File: config.mk
export PLATFORM = sky130hd
export DESIGN_NAME = mpu_region_bank
export DESIGN_NICKNAME = d
export VERILOG_FILES = /design/src/rtl/mpu_bank_pkg.sv /design/src/rtl/mpu_region_num.sv /design/src/rtl/mpu_region_slot.sv /design/src/rtl/mpu_region_bank.sv
export SDC_FILE = /design/constraint.sdc
export NUM_CORES = 2
export LEC_CHECK = 0
export BUFFER_PORTS_ARGS = -buffer_cell sky130_fd_sc_hd__buf_2
export CAP_MARGIN = 20
export CORE_ASPECT_RATIO = 0.8
export CORE_UTILIZATION = 28
export CTS_CLUSTER_DIAMETER = 60
export CTS_CLUSTER_SIZE = 25
export DETAILED_ROUTE_END_ITERATION = 12
export HOLD_SLACK_MARGIN = 0.06
export PLACE_DENSITY_LB_ADDON = 0.08
export SYNTH_ARGS = -nofsm -noshare
export SYNTH_HDL_FRONTEND = slang
export SYNTH_SLANG_ARGS = --single-unit
export TNS_END_PERCENT = 5
File: constraint.sdc
create_clock -name clk_i -period 11.6 [get_ports clk_i]
set_input_delay 3.48 -clock clk_i [delete_from_list [all_inputs] [get_ports clk_i]]
set_output_delay 3.48 -clock clk_i [all_outputs]
set_load 0.01 [all_outputs]
File: src/rtl/mpu_bank_pkg.sv
package mpu_bank_pkg;
  localparam int unsigned ADDR_W = 32;

  localparam logic [1:0] SEL_NUM  = 2'd0;
  localparam logic [1:0] SEL_BASE = 2'd1;
  localparam logic [1:0] SEL_ATTR = 2'd2;

  localparam logic [4:0] MIN_SIZE = 5'd7;

  typedef struct packed {
    logic [15:0] attr;
    logic [7:0]  srd;
    logic [4:0]  size;
    logic        en;
  } region_cfg_t;

  // address bits that take part in the base compare for a given size code
  function automatic logic [ADDR_W-1:0] base_mask(input logic [4:0] size);
    logic [5:0] n;
    n = {1'b0, size} + 6'd1;
    if (n >= 6'd32) return '0;
    return ~((32'h1 << n) - 32'h1) & 32'hFFFF_FFE0;
  endfunction
endpackage

File: src/rtl/mpu_region_num.sv
module mpu_region_num
  import mpu_bank_pkg::*;
#(
  parameter int unsigned NUM_REGIONS = 8,
  localparam int unsigned IDX_W = $clog2(NUM_REGIONS)
) (
  input  logic             clk_i,
  input  logic             rst_ni,
  input  logic             num_we_i,
  input  logic             base_we_i,
  input  logic [31:0]      wdata_i,
  output logic [IDX_W-1:0] cur_idx_o,
  output logic [IDX_W-1:0] tgt_idx_o,
  output logic             tgt_ok_o
);
  localparam logic [4:0] NUM_L = 5'(NUM_REGIONS);

  logic [3:0]       req;
  logic             req_ok;
  logic             retarget;
  logic [IDX_W-1:0] cur_q;

  assign req      = wdata_i[3:0];
  assign req_ok   = {1'b0, req} < NUM_L;
  assign retarget = base_we_i & wdata_i[4];

  assign tgt_idx_o = retarget ? req[IDX_W-1:0] : cur_q;
  assign tgt_ok_o  = retarget ? req_ok : 1'b1;
  assign cur_idx_o = cur_q;

  always_ff @(posedge clk_i or negedge rst_ni) begin
    if (!rst_ni)                              cur_q <= '0;
    else if ((num_we_i || retarget) && req_ok) cur_q <= req[IDX_W-1:0];
  end
endmodule

File: src/rtl/mpu_region_slot.sv
module mpu_region_slot
  import mpu_bank_pkg::*;
(
  input  logic              clk_i,
  input  logic              rst_ni,
  input  logic              base_we_i,
  input  logic [1:0]        attr_be_i,
  input  logic [31:0]       wdata_i,
  input  logic [ADDR_W-1:0] lk_addr_i,
  output logic [31:0]       base_rd_o,
  output logic [31:0]       attr_rd_o,
  output logic              hit_o
);
  logic [31:5]       base_q;
  region_cfg_t       cfg_q;
  logic [ADDR_W-1:0] mask;
  logic [ADDR_W-1:0] base_full;
  logic [5:0]        shamt;
  logic [ADDR_W-1:0] sub_sh;
  logic [2:0]        sub_idx;
  logic              size_ok;
  logic              match;

  always_ff @(posedge clk_i or negedge rst_ni) begin
    if (!rst_ni) begin
      base_q <= '0;
      cfg_q  <= '0;
    end else begin
      if (base_we_i) base_q <= wdata_i[31:5];
      if (attr_be_i[0]) begin
        cfg_q.srd  <= wdata_i[15:8];
        cfg_q.size <= wdata_i[5:1];
        cfg_q.en   <= wdata_i[0];
      end
      if (attr_be_i[1]) cfg_q.attr <= wdata_i[31:16];
    end
  end

  assign mask      = base_mask(cfg_q.size);
  assign base_full = {base_q, 5'b0};
  assign base_rd_o = base_full & mask;
  assign attr_rd_o = {cfg_q.attr, cfg_q.srd, 2'b00, cfg_q.size, cfg_q.en};

  // subregion index sits at bits [N-1:N-3], i.e. shift by SIZE-2
  assign shamt   = {1'b0, cfg_q.size} - 6'd2;
  assign sub_sh  = lk_addr_i >> shamt;
  assign sub_idx = sub_sh[2:0];
  assign size_ok = cfg_q.size >= MIN_SIZE;
  assign match   = ((lk_addr_i ^ base_full) & mask) == '0;
  assign hit_o   = cfg_q.en && size_ok && match && !cfg_q.srd[sub_idx];
endmodule

File: src/rtl/mpu_region_bank.sv
module mpu_region_bank
  import mpu_bank_pkg::*;
#(
  parameter int unsigned NUM_REGIONS = 8,
  localparam int unsigned IDX_W = $clog2(NUM_REGIONS)
) (
  input  logic              clk_i,
  input  logic              rst_ni,
  input  logic              wr_en_i,
  input  logic [1:0]        wr_sel_i,
  input  logic [1:0]        wr_be_i,
  input  logic [31:0]       wr_data_i,
  input  logic [1:0]        rd_sel_i,
  output logic [31:0]       rd_data_o,
  input  logic [ADDR_W-1:0] lk_addr_i,
  input  logic [IDX_W-1:0]  lk_region_i,
  output logic              lk_hit_o
);
  logic [IDX_W-1:0] cur_idx;
  logic [IDX_W-1:0] tgt_idx;
  logic             tgt_ok;
  logic             num_we;
  logic             base_we;
  logic             attr_we;

  logic [31:0]            base_rd_v [NUM_REGIONS];
  logic [31:0]            attr_rd_v [NUM_REGIONS];
  logic [NUM_REGIONS-1:0] hit_v;

  assign num_we  = wr_en_i && (wr_sel_i == SEL_NUM);
  assign base_we = wr_en_i && (wr_sel_i == SEL_BASE);
  assign attr_we = wr_en_i && (wr_sel_i == SEL_ATTR);

  mpu_region_num #(.NUM_REGIONS(NUM_REGIONS)) u_num (
    .clk_i     (clk_i),
    .rst_ni    (rst_ni),
    .num_we_i  (num_we),
    .base_we_i (base_we),
    .wdata_i   (wr_data_i),
    .cur_idx_o (cur_idx),
    .tgt_idx_o (tgt_idx),
    .tgt_ok_o  (tgt_ok)
  );

  for (genvar i = 0; i < NUM_REGIONS; i++) begin : g_slot
    logic       slot_base_we;
    logic [1:0] slot_attr_be;
    assign slot_base_we = base_we && tgt_ok && (tgt_idx == IDX_W'(i));
    assign slot_attr_be = (attr_we && (cur_idx == IDX_W'(i))) ? wr_be_i : 2'b00;

    mpu_region_slot u_slot (
      .clk_i     (clk_i),
      .rst_ni    (rst_ni),
      .base_we_i (slot_base_we),
      .attr_be_i (slot_attr_be),
      .wdata_i   (wr_data_i),
      .lk_addr_i (lk_addr_i),
      .base_rd_o (base_rd_v[i]),
      .attr_rd_o (attr_rd_v[i]),
      .hit_o     (hit_v[i])
    );
  end

  logic [3:0] num_rd;
  assign num_rd = 4'(cur_idx);

  always_comb begin
    unique case (rd_sel_i)
      SEL_NUM:  rd_data_o = {28'b0, num_rd};
      SEL_BASE: rd_data_o = base_rd_v[cur_idx] | {28'b0, num_rd};
      SEL_ATTR: rd_data_o = attr_rd_v[cur_idx];
      default:  rd_data_o = '0;
    endcase
  end

  assign lk_hit_o = hit_v[lk_region_i];
endmodule

After elaboration in Yosys (flattened, before gate mapping) --
Index checks and enable logic that the tools add are counted.
Storage, ports and cells: output and inout port bits 33, logic and storage cells 286, flip-flop bits (word level) 459, bits of input ports 76
Cells by class: $lt $le $gt $ge 27, add/subtract/negate cells 24, muxes and demuxes 59, reductions and logical operators 66, eq/ne operators 18, shift operators 16, bitwise logic cells 35
Operator list (number):
- 32-bit two-way mux | 20
- 32-bit AND | 16
- 32-bit zero test | 8
- 32-bit inverter | 8
- 1-bit by 6-bit << shifter with 32-bit output (first input constant) | 8
- 32-bit by 6-bit >> shifter with 3-bit output | 8
- 32-bit by 1-bit subtractor with 32-bit output (second input constant) | 8
- 32-bit XOR | 8
- 32-bit binary-select mux with 3-bit select | 2
- 32-bit one-hot mux with 3 select lines | 1
- 5-bit by 1-bit adder with 6-bit output (second input constant) | 8
- 6-bit greater-or-equal comparator (second input constant) | 8
- 5-bit by 2-bit subtractor with 6-bit output (second input constant) | 8
- 1-bit logical AND | 45
- 5-bit by 3-bit greater-or-equal comparator with 1-bit output (second input constant) | 8
- 3-bit by 4-bit < comparator with 1-bit output (second input constant) | 9
- 32-bit by 3-bit bitwise OR with 32-bit output | 1
- 1-bit binary-select mux with 3-bit select | 9
- 3-bit == test (second input constant) | 8
- 1-bit two-way mux | 18
- 2-bit two-way mux | 8
- 3-bit by 2-bit == test with 1-bit output (second input constant) | 4
- 1-bit zero test | 8
- 3-bit by 1-bit == test with 1-bit output (second input constant) | 2
- 10 further kinds | 14

Longest topological paths before layout --
word-level depth 11, mapped depth 17

Hierarchy --
Synthesis repeated with hierarchy kept, for this count alone.
Second synthesis, totals: cells, all modules 3851, area, all modules 39924.5 um^2
By module, submodules not included:
- mpu_region_slot (g_slot[2].u_slot ...) | instances 6, area each 4362.9 um^2, seq. area each 1426.4 um^2, cells each 417
- mpu_region_slot (g_slot[0].u_slot ...) | instances 2, area each 4594.4 um^2, seq. area each 1426.4 um^2, cells each 455
- mpu_region_bank | instances 1, area each 4391.7 um^2, seq. area each 0.0 um^2, cells each 426
- mpu_region_num | instances 1, area each 166.4 um^2, seq. area each 75.1 um^2, cells each 13

Worst setup path after synthesis --
No wires, ideal clock.
path kind input -> output, from in lk_addr_i[28], to out lk_hit_o, arrival 6.169 ns, buffers on the path 1, data required time 8.120 ns, slack 1.951 ns, cell stages on the path 10, cell sequence clkbuf_1 > mux4_2 > mux4_2 > mux2_2 > o21ai_2 > mux2i_1 > mux2i_1 > mux2_2 > o211a_1 > o32ai_1
On the way: longest elaborated chain between the ends 7
Ends and longest elaborated chain:
- from (decl) | RTL line mpu_region_bank.sv:15 | input logic [ADDR_W-1:0] lk_addr_i,
- 32-bit by 6-bit >> shifter with 3-bit output / 32-bit XOR (equally long branches) | RTL line mpu_region_slot.sv:46, mpu_region_slot.sv:49
- 1-bit binary-select mux with 3-bit select / 32-bit AND (equally long branches) | RTL line mpu_region_slot.sv:50, mpu_region_slot.sv:49
- 1-bit two-way mux (not written as such) / 32-bit zero test (equally long branches) | RTL line mpu_region_slot.sv:50, mpu_region_slot.sv:49
- 1-bit zero test / 1-bit logical AND (equally long branches) | RTL line mpu_region_slot.sv:50 | assign hit_o = cfg_q.en && size_ok && match && !cfg_q.srd[sub_idx];
- 1-bit logical AND | RTL line mpu_region_slot.sv:50
- 1-bit binary-select mux with 3-bit select (*) | RTL line mpu_region_bank.sv:76 | assign lk_hit_o = hit_v[lk_region_i];
- 1-bit two-way mux (not written as such) (*) | RTL line mpu_region_bank.sv:76
- to (decl) | RTL line mpu_region_bank.sv:17 | output logic lk_hit_o
Every way passes the cells marked *; elsewhere a longest branch is shown, timed or not. The select of a mux whose other input is x is not followed.

Worst setup path after layout --
from in lk_addr_i[12], to out lk_hit_o
Same word-level chain as after synthesis.

==> results.md <==
- Post-CTS Resized: 0
- Max-cap violation count: 0
- Mapped Nets: 3811
- Required time of the worst setup path: 8.12 ns
- Detailed placement HPWL: 143000 um
- Drt pass-1 iters: 6
- Chip height: 330 um
- Worst Path Arrival: 7.14 ns
- WS Path Type: primary input to primary output
- Highest Signal Layer: met5
- IO Port Bufs: 108
- Placement row count: 119
- RSZ-0062 raised after global routing: false
- CORE AREA: 133000 sq um
- Slew margin rel.: 0.185
- First-pass GRT wire length: 274000 um
- Clock sinks: 459
- Post-CTS Hold Buffers: 0
- Worst-Skew Late Latency: 0.69 ns
- Clock Power Share: 0.198
- Internal: 5460 uW
- Seq/Total Area, Yosys: 0.305
- Starting DRC count in detailed routing: 4695
- Starting density of the core: 0.284
- Post-Syn Area: 37700 sq um
- Post-route cell area: 41800 sq um
- Power Density: 254 nW/um^2
- Die ar.: 136000 sq um
- Die Wd: 412 um
- Setup-violating endpoint count in the final report: 0
- Comb power frac: 0.544
- Root Driver: clkbuf_16
- Final Hold Viols: 0
- Max VDD drop: 0.128 mV
- Avg Synthesized Cell Area: 10.1 sq um
- Skew final: 0.0266 ns
- Remaining global-route overflow: 0
- Period utilization: 0.915
- Vias: 33700
- Layout cells sized above 1: 0.303
- DRC: 0
- Fillers: 13700
- Top cells by count, synth: dfrtp_1 (459), mux2_2 (456), nand2_1 (272), clkbuf_1 (270), mux4_2 (241)
- Largest net degree at the start of global routing: 142
- Layout area overhead: 11.1%
- Number of global-route vias before repair: 31500
- Warnings from Yosys: 0
- Most common cell in the synthesized netlist: dfrtp_1
- Post-synth top area share: 0.305
- Switching fraction of total power: 0.486
- Total negative slack: 0 ns
- ANT nets after route: 0
- Post-Synthesis Cells: 3719
- Via density per instance: 6.23
- Async SR Flop Fraction: 1.00
- H-tree depth: 2
- Synth cell types: 94
- Cell taking the most area after synthesis: dfrtp_1
- CTS max path bufs: 3
- Initial antenna violation count: 16
- Final #Nets: 3690
- Met3 wire len: 18800 um
- Num CTS Buffers: 60
- Worst setup SP type: primary input
- Total Routed Length: 199000 um
- Net load switching power: 5150 uW
- CP Max Fanout: 20
- Slew at the pin with the worst max-slew slack: 1.22 ns
- Outcome: complete, no violations
- CTS tree: yes
- Post-CTS Setup Inserts: 0
- DR WL/cell: 36.8 um
- Synth top area cells: dfrtp_1 (30%), mux4_2 (14%), mux2_2 (14%), xor2_1 (3.8%), o21ai_0 (3.0%)
- Placer Congestion: 0.972
- Final Max Slew Viols: 0
- EDFF count, synth: 0
- Max Clk Rate: 94.2 MHz
- Top FF cell, synth: dfrtp_1
- I/O pin count: 109
- Met2 WL: 83800 um
- Total GRT Usage: 0.287
- Crit. End Element: primary output
- Leakage: 0.0168 uW
- HP Class: register to register
- Seq pwr share: 0.258
- Crit path time final: 10.62 ns
- Reg clk slew, reported paths: 0.08 ns
- Met1 Routed Length: 90800 um
- Yosys reg bits: 459
- Placed inst area: 39600 sq um
final cells by class:
| class | count | area (sq um) | share of cell area |
|---|---|---|---|
| Antenna cell | 5 | 12.5 | 0.000299 |
| Clock buffer | 62 | 1530 | 0.0365 |
| Clock inverter | 52 | 713 | 0.0170 |
| Inverter | 48 | 183 | 0.00437 |
| Multi-Input combinational cell | 2800 | 24200 | 0.578 |
| Sequential cell | 459 | 11500 | 0.275 |
| Tap cell | 1754 | 2190 | 0.0524 |
| Timing Repair Buffer | 229 | 1490 | 0.0356 |
worst paths after layout:
check	start	to	slack (ns)	depth (start not counted)
max in group asynchronous	rst_ni	g_slot[1].u_slot.attr_rd_o[1]	6.91	3
max reg2reg	u_num.cur_idx_o[0]	g_slot[5].u_slot.attr_rd_o[12]	7.62	6
min	g_slot[2].u_slot.attr_rd_o[22]	g_slot[2].u_slot.attr_rd_o[22]	0.50	1
min reg2reg	g_slot[2].u_slot.attr_rd_o[22]	g_slot[2].u_slot.attr_rd_o[22]	0.50	1
min in group asynchronous	rst_ni	g_slot[5].u_slot.attr_rd_o[14]	2.81	1
max	lk_addr_i[12]	lk_hit_o	0.98	11
placed cells by master, fill, tap and decap left out, drive strengths merged, types with 13 or more instances in the layout:
cell type,count
dfrtp,459
mux2,456
nand2,272
mux4,256
buf,229
o21ai,228
a21oi,220
nor2,175
xor2,165
mux2i,108
nand3,103
xnor2,71
inv,68
clkbuf,62
o22ai,60
a31oi,52
nor3,50
a22oi,44
a311oi,41
and3,41
nor3b,32
nor2b,29
nand2b,28
a211oi,28
clkinv,26
o211ai,22
and2,21
a221oi,20
or3,18
nand4,17
ha,16
o32ai,13
registers in the layout, summed over array words and instances (netlist names):
signal	count
g_slot.u_slot.attr_rd_o	240
g_slot.u_slot.base_q	216
u_num.cur_idx_o	3
through the flow:
stage / std cells / util / power [uW] / setup WS (ns) / hold WS [ns]
floorplan: 3719 / - / 6320 / 1.95 / 0.474
global placement: 5287 / 0.299 / 8410 / 0.942 / 0.485
detailed placement: 5288 / 0.299 / 8340 / 0.960 / 0.487
CTS: 5402 / 0.316 / 10500 / 0.953 / 0.506
global route: 5404 / 0.316 / 11100 / 0.844 / 0.519
finish: 5409 / 0.316 / 10600 / 0.981 / 0.503
cell families after synthesis:
group                    Yosys count  share of synthesized area
multiplexers                     820                      0.320
AND/OR/NAND/NOR                  828                      0.105
buffers and inverters            460                     0.0534
AO/OA/AOI/OAI                    900                      0.156
adder cells (fa/ha/maj)           16                    0.00532
XOR/XNOR                         236                     0.0556
flip-flops                       459                      0.305
critical path, cell delays in order:
cell and delay, ns:
buf_2 0.23, buf_4 0.30, mux4_2 0.48, mux4_2 0.51
a211oi_2 0.49, mux2i_1 0.27, mux2i_1 0.10, mux2i_1 0.35
a211oi_1 0.27, o32ai_1 0.44, buf_2 0.21
metal layers:
metal | GRT usage | vias to the layer above
li1 | - | 13900
met1 | 0.430 | 17600
met2 | 0.415 | 1870
met3 | 0.0593 | 301
met4 | 0.0742 | 4
met5 | 0 | -
power by group through the flow:
stage,sequential [uW],combinational [uW],clock (uW)
5_1_grt,2790,6050,2210
4_1_cts,2720,5630,2150
2_1_floorplan,2370,3950,0
3_3_place_gp,2760,5650,0
3_5_place_dp,2750,5600,0
6_report,2730,5770,2110
Power figures use the tool's default switching activity.
